--- src/rtl/ata_stat_pkg.sv ---
package ata_stat_pkg;

    localparam int DATA_W        = 8;
    localparam int CTL_SRST_BIT  = 2;
    localparam int CTL_NIEN_BIT  = 1;

    // Status byte as the host sees it, bit 7 first.
    typedef struct packed {
        logic busy;
        logic drdy;
        logic wfault;
        logic seek_done;
        logic drq;
        logic corr;
        logic idx;
        logic err;
    } stat_byte_t;

    // Live flags from the internal controller.
    typedef struct packed {
        logic busy;
        logic ready;
        logic wfault;
        logic seek_done;
        logic drq;
        logic corr;
        logic err;
    } ctl_flags_t;

    typedef enum logic [1:0] {
        ACC_NONE  = 2'd0,
        ACC_STAT  = 2'd1,
        ACC_ALT   = 2'd2,
        ACC_OTHER = 2'd3
    } rd_kind_e;

    // Builds the host-visible byte; when busy only bit 7 is reported.
    function automatic stat_byte_t pack_status(ctl_flags_t f, logic busy_eff);
        stat_byte_t s;
        s = '0;
        if (busy_eff) begin
            s.busy = 1'b1;
        end else begin
            s.drdy      = f.ready;
            s.wfault    = f.wfault;
            s.seek_done = f.seek_done;
            s.drq       = f.drq;
            s.corr      = f.corr;
            s.err       = f.err;
        end
        s.idx = 1'b0;
        return s;
    endfunction

endpackage

--- src/rtl/ata_hreg_decode.sv ---
module ata_hreg_decode
    import ata_stat_pkg::*;
#(
    parameter int ADDR_W = 4,
    parameter logic [ADDR_W-1:0] STAT_OFS = 'h7,
    parameter logic [ADDR_W-1:0] CTL_OFS  = 'hE
) (
    input  logic [ADDR_W-1:0] addr,
    input  logic              rd,
    input  logic              wr,
    output rd_kind_e          rd_kind,
    output logic              stat_ack,
    output logic              ctl_wr
);

    always_comb begin
        rd_kind = ACC_NONE;
        if (rd) begin
            if (addr == STAT_OFS)      rd_kind = ACC_STAT;
            else if (addr == CTL_OFS)  rd_kind = ACC_ALT;
            else                       rd_kind = ACC_OTHER;
        end
    end

    assign stat_ack = (rd_kind == ACC_STAT);
    assign ctl_wr   = wr && (addr == CTL_OFS);

endmodule

--- src/rtl/ata_devctl_reg.sv ---
module ata_devctl_reg
    import ata_stat_pkg::*;
(
    input  logic              clk,
    input  logic              rst,
    input  logic              ctl_wr,
    input  logic [DATA_W-1:0] wdata,
    input  logic              ctl_ready,
    output logic              srst,
    output logic              nien,
    output logic              busy_hold
);

    always_ff @(posedge clk) begin
        if (rst) begin
            srst <= 1'b0;
            nien <= 1'b0;
        end else if (ctl_wr) begin
            srst <= wdata[CTL_SRST_BIT];
            nien <= wdata[CTL_NIEN_BIT];
        end
    end

    // Stays set through soft reset and until the controller reports ready.
    always_ff @(posedge clk) begin
        if (rst)             busy_hold <= 1'b0;
        else if (srst)       busy_hold <= 1'b1;
        else if (ctl_ready)  busy_hold <= 1'b0;
    end

    AST_CTL_CAPTURE: assert property (@(posedge clk) disable iff (rst)
        ctl_wr |=> (srst == $past(wdata[CTL_SRST_BIT])) && (nien == $past(wdata[CTL_NIEN_BIT])));

    AST_HOLD_UNTIL_READY: assert property (@(posedge clk) disable iff (rst)
        (busy_hold && !srst && !ctl_ready) |=> busy_hold);

    AST_HOLD_DURING_SRST: assert property (@(posedge clk) disable iff (rst)
        srst |=> busy_hold);

endmodule

--- src/rtl/ata_irq_pend.sv ---
module ata_irq_pend (
    input  logic clk,
    input  logic rst,
    input  logic req,
    input  logic stat_ack,
    input  logic srst,
    input  logic nien,
    output logic pend,
    output logic intrq
);

    always_ff @(posedge clk) begin
        if (rst)            pend <= 1'b0;
        else if (srst)      pend <= 1'b0;
        else if (req)       pend <= 1'b1;
        else if (stat_ack)  pend <= 1'b0;
    end

    assign intrq = pend & ~nien;

    AST_SET_WINS: assert property (@(posedge clk) disable iff (rst)
        (!srst && req) |=> pend);

    AST_ACK_CLEARS: assert property (@(posedge clk) disable iff (rst)
        (!srst && !req && stat_ack) |=> !pend);

    AST_SRST_CLEARS: assert property (@(posedge clk) disable iff (rst)
        srst |=> !pend);

    AST_PEND_KEEP: assert property (@(posedge clk) disable iff (rst)
        (pend && !srst && !stat_ack) |=> pend);

endmodule

--- src/rtl/ata_status_ctrl.sv ---
module ata_status_ctrl
    import ata_stat_pkg::*;
#(
    parameter int ADDR_W = 4,
    parameter logic [ADDR_W-1:0] STAT_OFS = 'h7,
    parameter logic [ADDR_W-1:0] CTL_OFS  = 'hE
) (
    input  logic              clk,
    input  logic              rst,
    input  logic [ADDR_W-1:0] host_addr,
    input  logic              host_rd,
    input  logic              host_wr,
    input  logic [7:0]        host_wdata,
    output logic [7:0]        host_rdata,
    output logic              host_intrq,
    input  logic              ctl_busy,
    input  logic              ctl_ready,
    input  logic              ctl_wfault,
    input  logic              ctl_seek_done,
    input  logic              ctl_drq,
    input  logic              ctl_corr,
    input  logic              ctl_err,
    input  logic              ctl_irq_req,
    output logic              soft_rst_o
);

    rd_kind_e   rd_kind;
    logic       stat_ack;
    logic       ctl_wr;
    logic       srst;
    logic       nien;
    logic       busy_hold;
    logic       pend;
    logic       intrq;
    ctl_flags_t flags;
    stat_byte_t stat_now;
    logic       busy_eff;

    ata_hreg_decode #(
        .ADDR_W   (ADDR_W),
        .STAT_OFS (STAT_OFS),
        .CTL_OFS  (CTL_OFS)
    ) dec_i (
        .addr     (host_addr),
        .rd       (host_rd),
        .wr       (host_wr),
        .rd_kind  (rd_kind),
        .stat_ack (stat_ack),
        .ctl_wr   (ctl_wr)
    );

    ata_devctl_reg ctl_i (
        .clk       (clk),
        .rst       (rst),
        .ctl_wr    (ctl_wr),
        .wdata     (host_wdata),
        .ctl_ready (ctl_ready),
        .srst      (srst),
        .nien      (nien),
        .busy_hold (busy_hold)
    );

    ata_irq_pend irq_i (
        .clk      (clk),
        .rst      (rst),
        .req      (ctl_irq_req),
        .stat_ack (stat_ack),
        .srst     (srst),
        .nien     (nien),
        .pend     (pend),
        .intrq    (intrq)
    );

    always_comb begin
        flags.busy      = ctl_busy;
        flags.ready     = ctl_ready;
        flags.wfault    = ctl_wfault;
        flags.seek_done = ctl_seek_done;
        flags.drq       = ctl_drq;
        flags.corr      = ctl_corr;
        flags.err       = ctl_err;
    end

    assign busy_eff = ctl_busy | srst | busy_hold;
    assign stat_now = pack_status(flags, busy_eff);

    always_ff @(posedge clk) begin
        if (rst) begin
            host_rdata <= '0;
        end else begin
            case (rd_kind)
                ACC_STAT, ACC_ALT: host_rdata <= stat_now;
                default:           host_rdata <= '0;
            endcase
        end
    end

    assign host_intrq = intrq;
    assign soft_rst_o = srst;

    AST_IDX_ZERO: assert property (@(posedge clk) disable iff (rst)
        host_rdata[1] == 1'b0);

    AST_BUSY_ONLY: assert property (@(posedge clk) disable iff (rst)
        host_rdata[7] |-> (host_rdata[6:0] == 7'd0));

    AST_MASKED_QUIET: assert property (@(posedge clk) disable iff (rst)
        nien |-> !host_intrq);

    AST_SRST_BUSY: assert property (@(posedge clk) disable iff (rst)
        (soft_rst_o && host_rd && (host_addr == STAT_OFS)) |=> (host_rdata == 8'h80));

    AST_RESET_STATE: assert property (@(posedge clk)
        rst |=> (host_rdata == 8'h00) && !soft_rst_o && !host_intrq);

endmodule

--- config.mk ---
export PLATFORM = sky130hd
export DESIGN_NAME = ata_status_ctrl
export DESIGN_NICKNAME = d
export VERILOG_FILES = /design/src/rtl/ata_stat_pkg.sv /design/src/rtl/ata_hreg_decode.sv /design/src/rtl/ata_devctl_reg.sv /design/src/rtl/ata_irq_pend.sv /design/src/rtl/ata_status_ctrl.sv
export SDC_FILE = /design/constraint.sdc
export NUM_CORES = 1
export LEC_CHECK = 0
export ABC_AREA = 1
export BUFFER_PORTS_ARGS = -buffer_cell sky130_fd_sc_hd__buf_2
export CORE_AREA = 2 2 39 41
export DETAILED_ROUTE_END_ITERATION = 16
export DIE_AREA = 0 0 41 43
export PLACE_DENSITY = 0.78
export SLEW_MARGIN = 15
export SYNTH_ARGS = -nofsm -noshare
export SYNTH_HDL_FRONTEND = slang
export SYNTH_SLANG_ARGS = --single-unit
--- constraint.sdc ---
create_clock -name clk -period 2.4 [get_ports clk]
set_input_delay 0.24 -clock clk [delete_from_list [all_inputs] [get_ports clk]]
set_output_delay 0.24 -clock clk [all_outputs]
set_load 0.01 [all_outputs]
-- Word-level counts from Yosys, hierarchy flattened
Cells that the tools add are included.
- $lt $le $gt $ge: 0
- shift-type cells: 0
- multiply operators: 0
- multiplexer cells: 8
- add/subtract/negate cells: 0
- divide/modulo/power cells: 0
- reduce and logical (&&, ||, !) cells: 7
- bitwise gates (word level): 5
- equality and inequality tests: 4
- operator list (operator ; number):
    1-bit two-way mux ; 6
    2-bit OR reduction ; 3
    4-bit by 3-bit == test with 1-bit output, second input constant ; 1
    4-bit == test, second input constant ; 1
    2-bit two-way mux ; 2
    2-bit nonzero test ; 2
    3-bit OR reduction ; 1
    2-bit by 1-bit == test with 1-bit output, second input constant ; 1
    2-bit == test, second input constant ; 1
    1-bit inverter ; 2
    1-bit bitwise OR ; 2
    1-bit bitwise AND ; 1
    1-bit logical AND ; 1
- logic and storage cells: 31
- memories kept: 0
- register bits after elaboration: 12
- memory bits (writable): 0
- ROM bits: 0
- input bits: 24
- output and inout port bits: 10
- bits in latches: 0

-- Logic depth before layout (Yosys ltp)
- word-level depth: 8
- gate-level depth with buffers: 8
- gate-level depth less buffers: 8

-- Modules after synthesis
A second synthesis with hierarchy kept.
- cells, all modules: 68
- area total of the unflattened synthesis: 469.2 um^2
- modules (own cells, without submodules) (module ; seq. area each (um^2) ; area each (um^2) ; cells an instance ; instances):
    ata_status_ctrl ; 140.1 ; 236.5 ; 29 ; 1
    ata_devctl_reg ; 60.1 ; 108.9 ; 15 ; 1
    ata_hreg_decode ; 0.0 ; 65.1 ; 14 ; 1
    ata_irq_pend ; 20.0 ; 58.8 ; 10 ; 1

-- Worst setup path after synthesis
Ideal clock, no wire load.
- path type: input to register
- from: input port host_addr[1]
- to: register host_rdata[0]
- arrival time: 1.080 ns
- path buffers: 0
- setup slack: 1.256 ns
- required time: 2.335 ns
- stages: 7
- library setup time: 0.065 ns
- path through: nand2_1 nor2_2 nor2_1 ha_1 nor2_1 nand2_2 nor2_1
- longest elaborated chain between the ends: 8
- ends and longest elaborated chain (element ; line ; text):
    start: declaration ; ata_status_ctrl.sv:10 ; input logic [ADDR_W-1:0] host_addr,
    4-bit == test ; ata_hreg_decode.sv:20 ; else if (addr == CTL_OFS) rd_kind = ACC_ALT;
    1-bit two-way mux ; ata_hreg_decode.sv:20 ;
    2-bit two-way mux (*) ; ata_hreg_decode.sv:19 ; if (addr == STAT_OFS) rd_kind = ACC_STAT;
    2-bit two-way mux (*) ; ata_hreg_decode.sv:18 ; if (rd) begin
    2-bit == test or 2-bit by 1-bit == test with 1-bit output (tied branches) ; ata_status_ctrl.sv:91 ; case (rd_kind)
    2-bit OR reduction (*) ; ata_status_ctrl.sv:91 ;
    1-bit inverter (no source line) (*) ; - ;
    3-bit OR reduction (no source line) (*) ; - ;
    end signal: assignment ; ata_status_ctrl.sv:92 ; ACC_STAT, ACC_ALT: host_rdata <= stat_now;
    end: declaration ; ata_status_ctrl.sv:14 ; output logic [7:0] host_rdata,
Mark *: on every way between the ends. The rest lies on a longest branch, timed or not.
A chain may end at the register's enable or synchronous reset.

-- Worst setup path in the final report
- from: input port host_addr[0]
- to: register host_rdata[4]
The elaborated chain is that of the path after synthesis.

==> results_dict.tcl <==
set metrics [dict create \
    outcome "complete, no violations" \
    cpMaxStageDelayCell "ha_1" \
    dieArea_um2 1760 \
    track_usage_pct 11.9 \
    cts_num_sinks 11 \
    synth_area_um2 464 \
    synthToLayoutAreaGrowth_pct 36.4 \
    cts_setup_buffers 0 \
    maxSlewViolCount 0 \
    critPathRequiredTime_ns 2.60 \
    synth_seq_cells 11 \
    route.detailed.drc 0 \
    vdd_drop_max_mv 0.206 \
    cts_root_buffer "clkbuf_4" \
    pin_count 34 \
    chipWidth_um 41 \
    critical_path.startpoint "host_addr[0]" \
    portBuffers 26 \
    leakage_nw 0.379 \
    wl_per_cell_um 7.94 \
    rsz0062_at_grt "false" \
    yosysSeqAreaShare_pct 47.4 \
    gr-total-overflow 0 \
    ff2ff_path_depth 3 \
    htree_num_levels 1 \
    final_cell_mix "26 x buf_2, 18 x inv_1, 13 x nor2_1" \
    path_max_fanout 6 \
    end_kind "flop" \
    post_cts_resized 0 \
    worstSetupStartpointType "input pin" \
    antennaDiodeCount 0 \
    fin_crit_sh_pct 46.4 \
    fin_worst_skew_ns 0.000523 \
    design_area_um2 633 \
    worstHoldStart "ctl_drq" \
    crit_buf_inv 2 \
    antenna_found_initial 0 \
    path_class "in -> reg" \
    avgSynthCellArea_um2 7.37 \
    hpwl_um 704 \
    drive_gt1_share_pct 37.0 \
    drtIter0Drc 4 \
    ant_nets 0 \
    drt_pass1_iterations 4 \
    path_clk_slew_ns 0.07 \
    setup_viol 0 \
    coreArea_um2 1380 \
    ys.warnings.count 0 \
    fmax_mhz 899 \
    num_vias 431 \
    arrival_ns 1.32 \
    clk_latency_ns 0.26 \
    gp_congestion 0.751 \
    num_rows 14 \
    cp_num_cells 9 \
    via_per_inst 3.99 \
    hold_depth 3 \
    final.min_clock_period_ns 1.11 \
    maxCapViolCount 0 \
    clock_tree.buffer_depth 2 \
    hold_viol_final 0 \
    powerDensity_nw_per_um2 578 \
    synthCells 63 \
    cp_slowest_stage_delay_ns 0.31 \
    numCtsBuffers 3 \
    final_common_cell "buf_2" \
    synth_cell_types 16 \
    grt_pass1_wl_um 1400 \
    finalSetupTns_ns 0 \
    critPathMostFrequentCell "nor2_1" \
    grt_max_degree 7 \
    placed_area_um2 607 \
    drt_wl_total_um 858 \
    cts_tree "built" \
    worstReg2RegStart "ctl_i.srst" \
    nNetsFinal 118 \
    holdBufCountCts 0 \
    grt_pass1_vias 393 \
    synthesis.nets 88 \
    path_delay_family "simple AND/OR/NAND/NOR gates" \
    path_cells "buf_2 > inv_1 > nand2_1 > nor2_2 > nor2_1 > ha_1 > nor2_1 > nand2_2 > nor2_1" \
    die_height_um 43 \
    initial_core_util_pct 33.5 \
    hp-class "in -> reg" \
]
-- registers in the layout, indices dropped and copies added, names as in the netlist --
| name | flops |
|---|---|
| ctl_i.srst | 1 |
| ctl_i.nien | 1 |
| irq_i.pend | 1 |
| ctl_i.busy_hold | 1 |
| host_rdata | 7 |
-- kinds of logic (layout without fill, tap and decap cells) --
logic type	Yosys count	in the layout	share of synthesized area (%)
DFF	11	11	47.4
other	1	1	0.808
AOI/OAI and AO/OA	3	3	3.77
buffers and inverters	19	48	16.2
adders and majority gates	1	1	2.69
and+or+nand+nor	28	28	29.1
-- metrics by stage --
step	setup slack, ns	hold slack, ns	total power, mW	util, %	std cells
finish	1.29	0.183	0.366	45.8	108
global route	1.14	0.176	0.391	45.8	108
CTS	1.28	0.175	0.374	45.8	108
detailed placement	1.00	0.460	0.248	43.9	104
global placement	1.06	0.456	0.246	43.9	104
floorplan	1.26	0.309	0.223	-	63
-- worst min-delay path: cells and delay by family --
| kind | cells | cell delay (ns) |
|---|---|---|
| buffers and inverters | 2 | 0.13 |
| AND/OR/NAND/NOR | 1 | 0.03 |
-- metal layers --
| layer | share of wire [%] | vias to the layer above | GRT usage (%) |
|---|---|---|---|
| met1 | 45 | 165 | 13.5 |
| met4 | 2.2 | 0 | 10.0 |
| met2 | 42 | 26 | 18.1 |
| met5 | 0 | - | 0 |
| met3 | 11 | 2 | 1.57 |
| li1 | - | 238 | - |
-- area by class of cell --
cell class	instances	area, um2
sequential	11	220
timing repair buffer	26	130
clock buffer	4	26.3
fill	145	751
multi-input combinational	33	169
inverter	18	67.6
tap	16	20.0
-- worst paths after layout --
| check | to | slack, ns |
|---|---|---|
| worst max-delay path | host_rdata[4] | 1.29 |
| worst min register to register | ctl_i.busy_hold | 0.50 |
| worst max register to register | host_rdata[4] | 1.56 |
| worst min-delay path | host_rdata[3] | 0.18 |
-- synth_stat cells --
cell type / n / area (um2)
o21ai_0: 1 / 5.00
conb_1: 1 / 3.75
inv_1: 18 / 67.6
nand2_2: 1 / 6.26
ha_1: 1 / 12.5
nor2_2: 2 / 12.5
nor2_1: 13 / 48.8
dfxtp_1: 11 / 220
nand3_2: 1 / 10.0
nor3_1: 1 / 5.00
nand3_1: 2 / 10.0
o31ai_1: 1 / 7.51
nand2_1: 7 / 26.3
buf_4: 1 / 7.51
a21oi_1: 1 / 5.00
nor3_4: 1 / 16.3
-- report_power, final --
group,switching [mW],internal [mW],leakage (nW)
Clock,0.0588,0.0643,0.0150
Combinational,0.0274,0.0238,0.274
Sequential,0.00210,0.190,0.0896
Power figures use the tool's default switching activity.
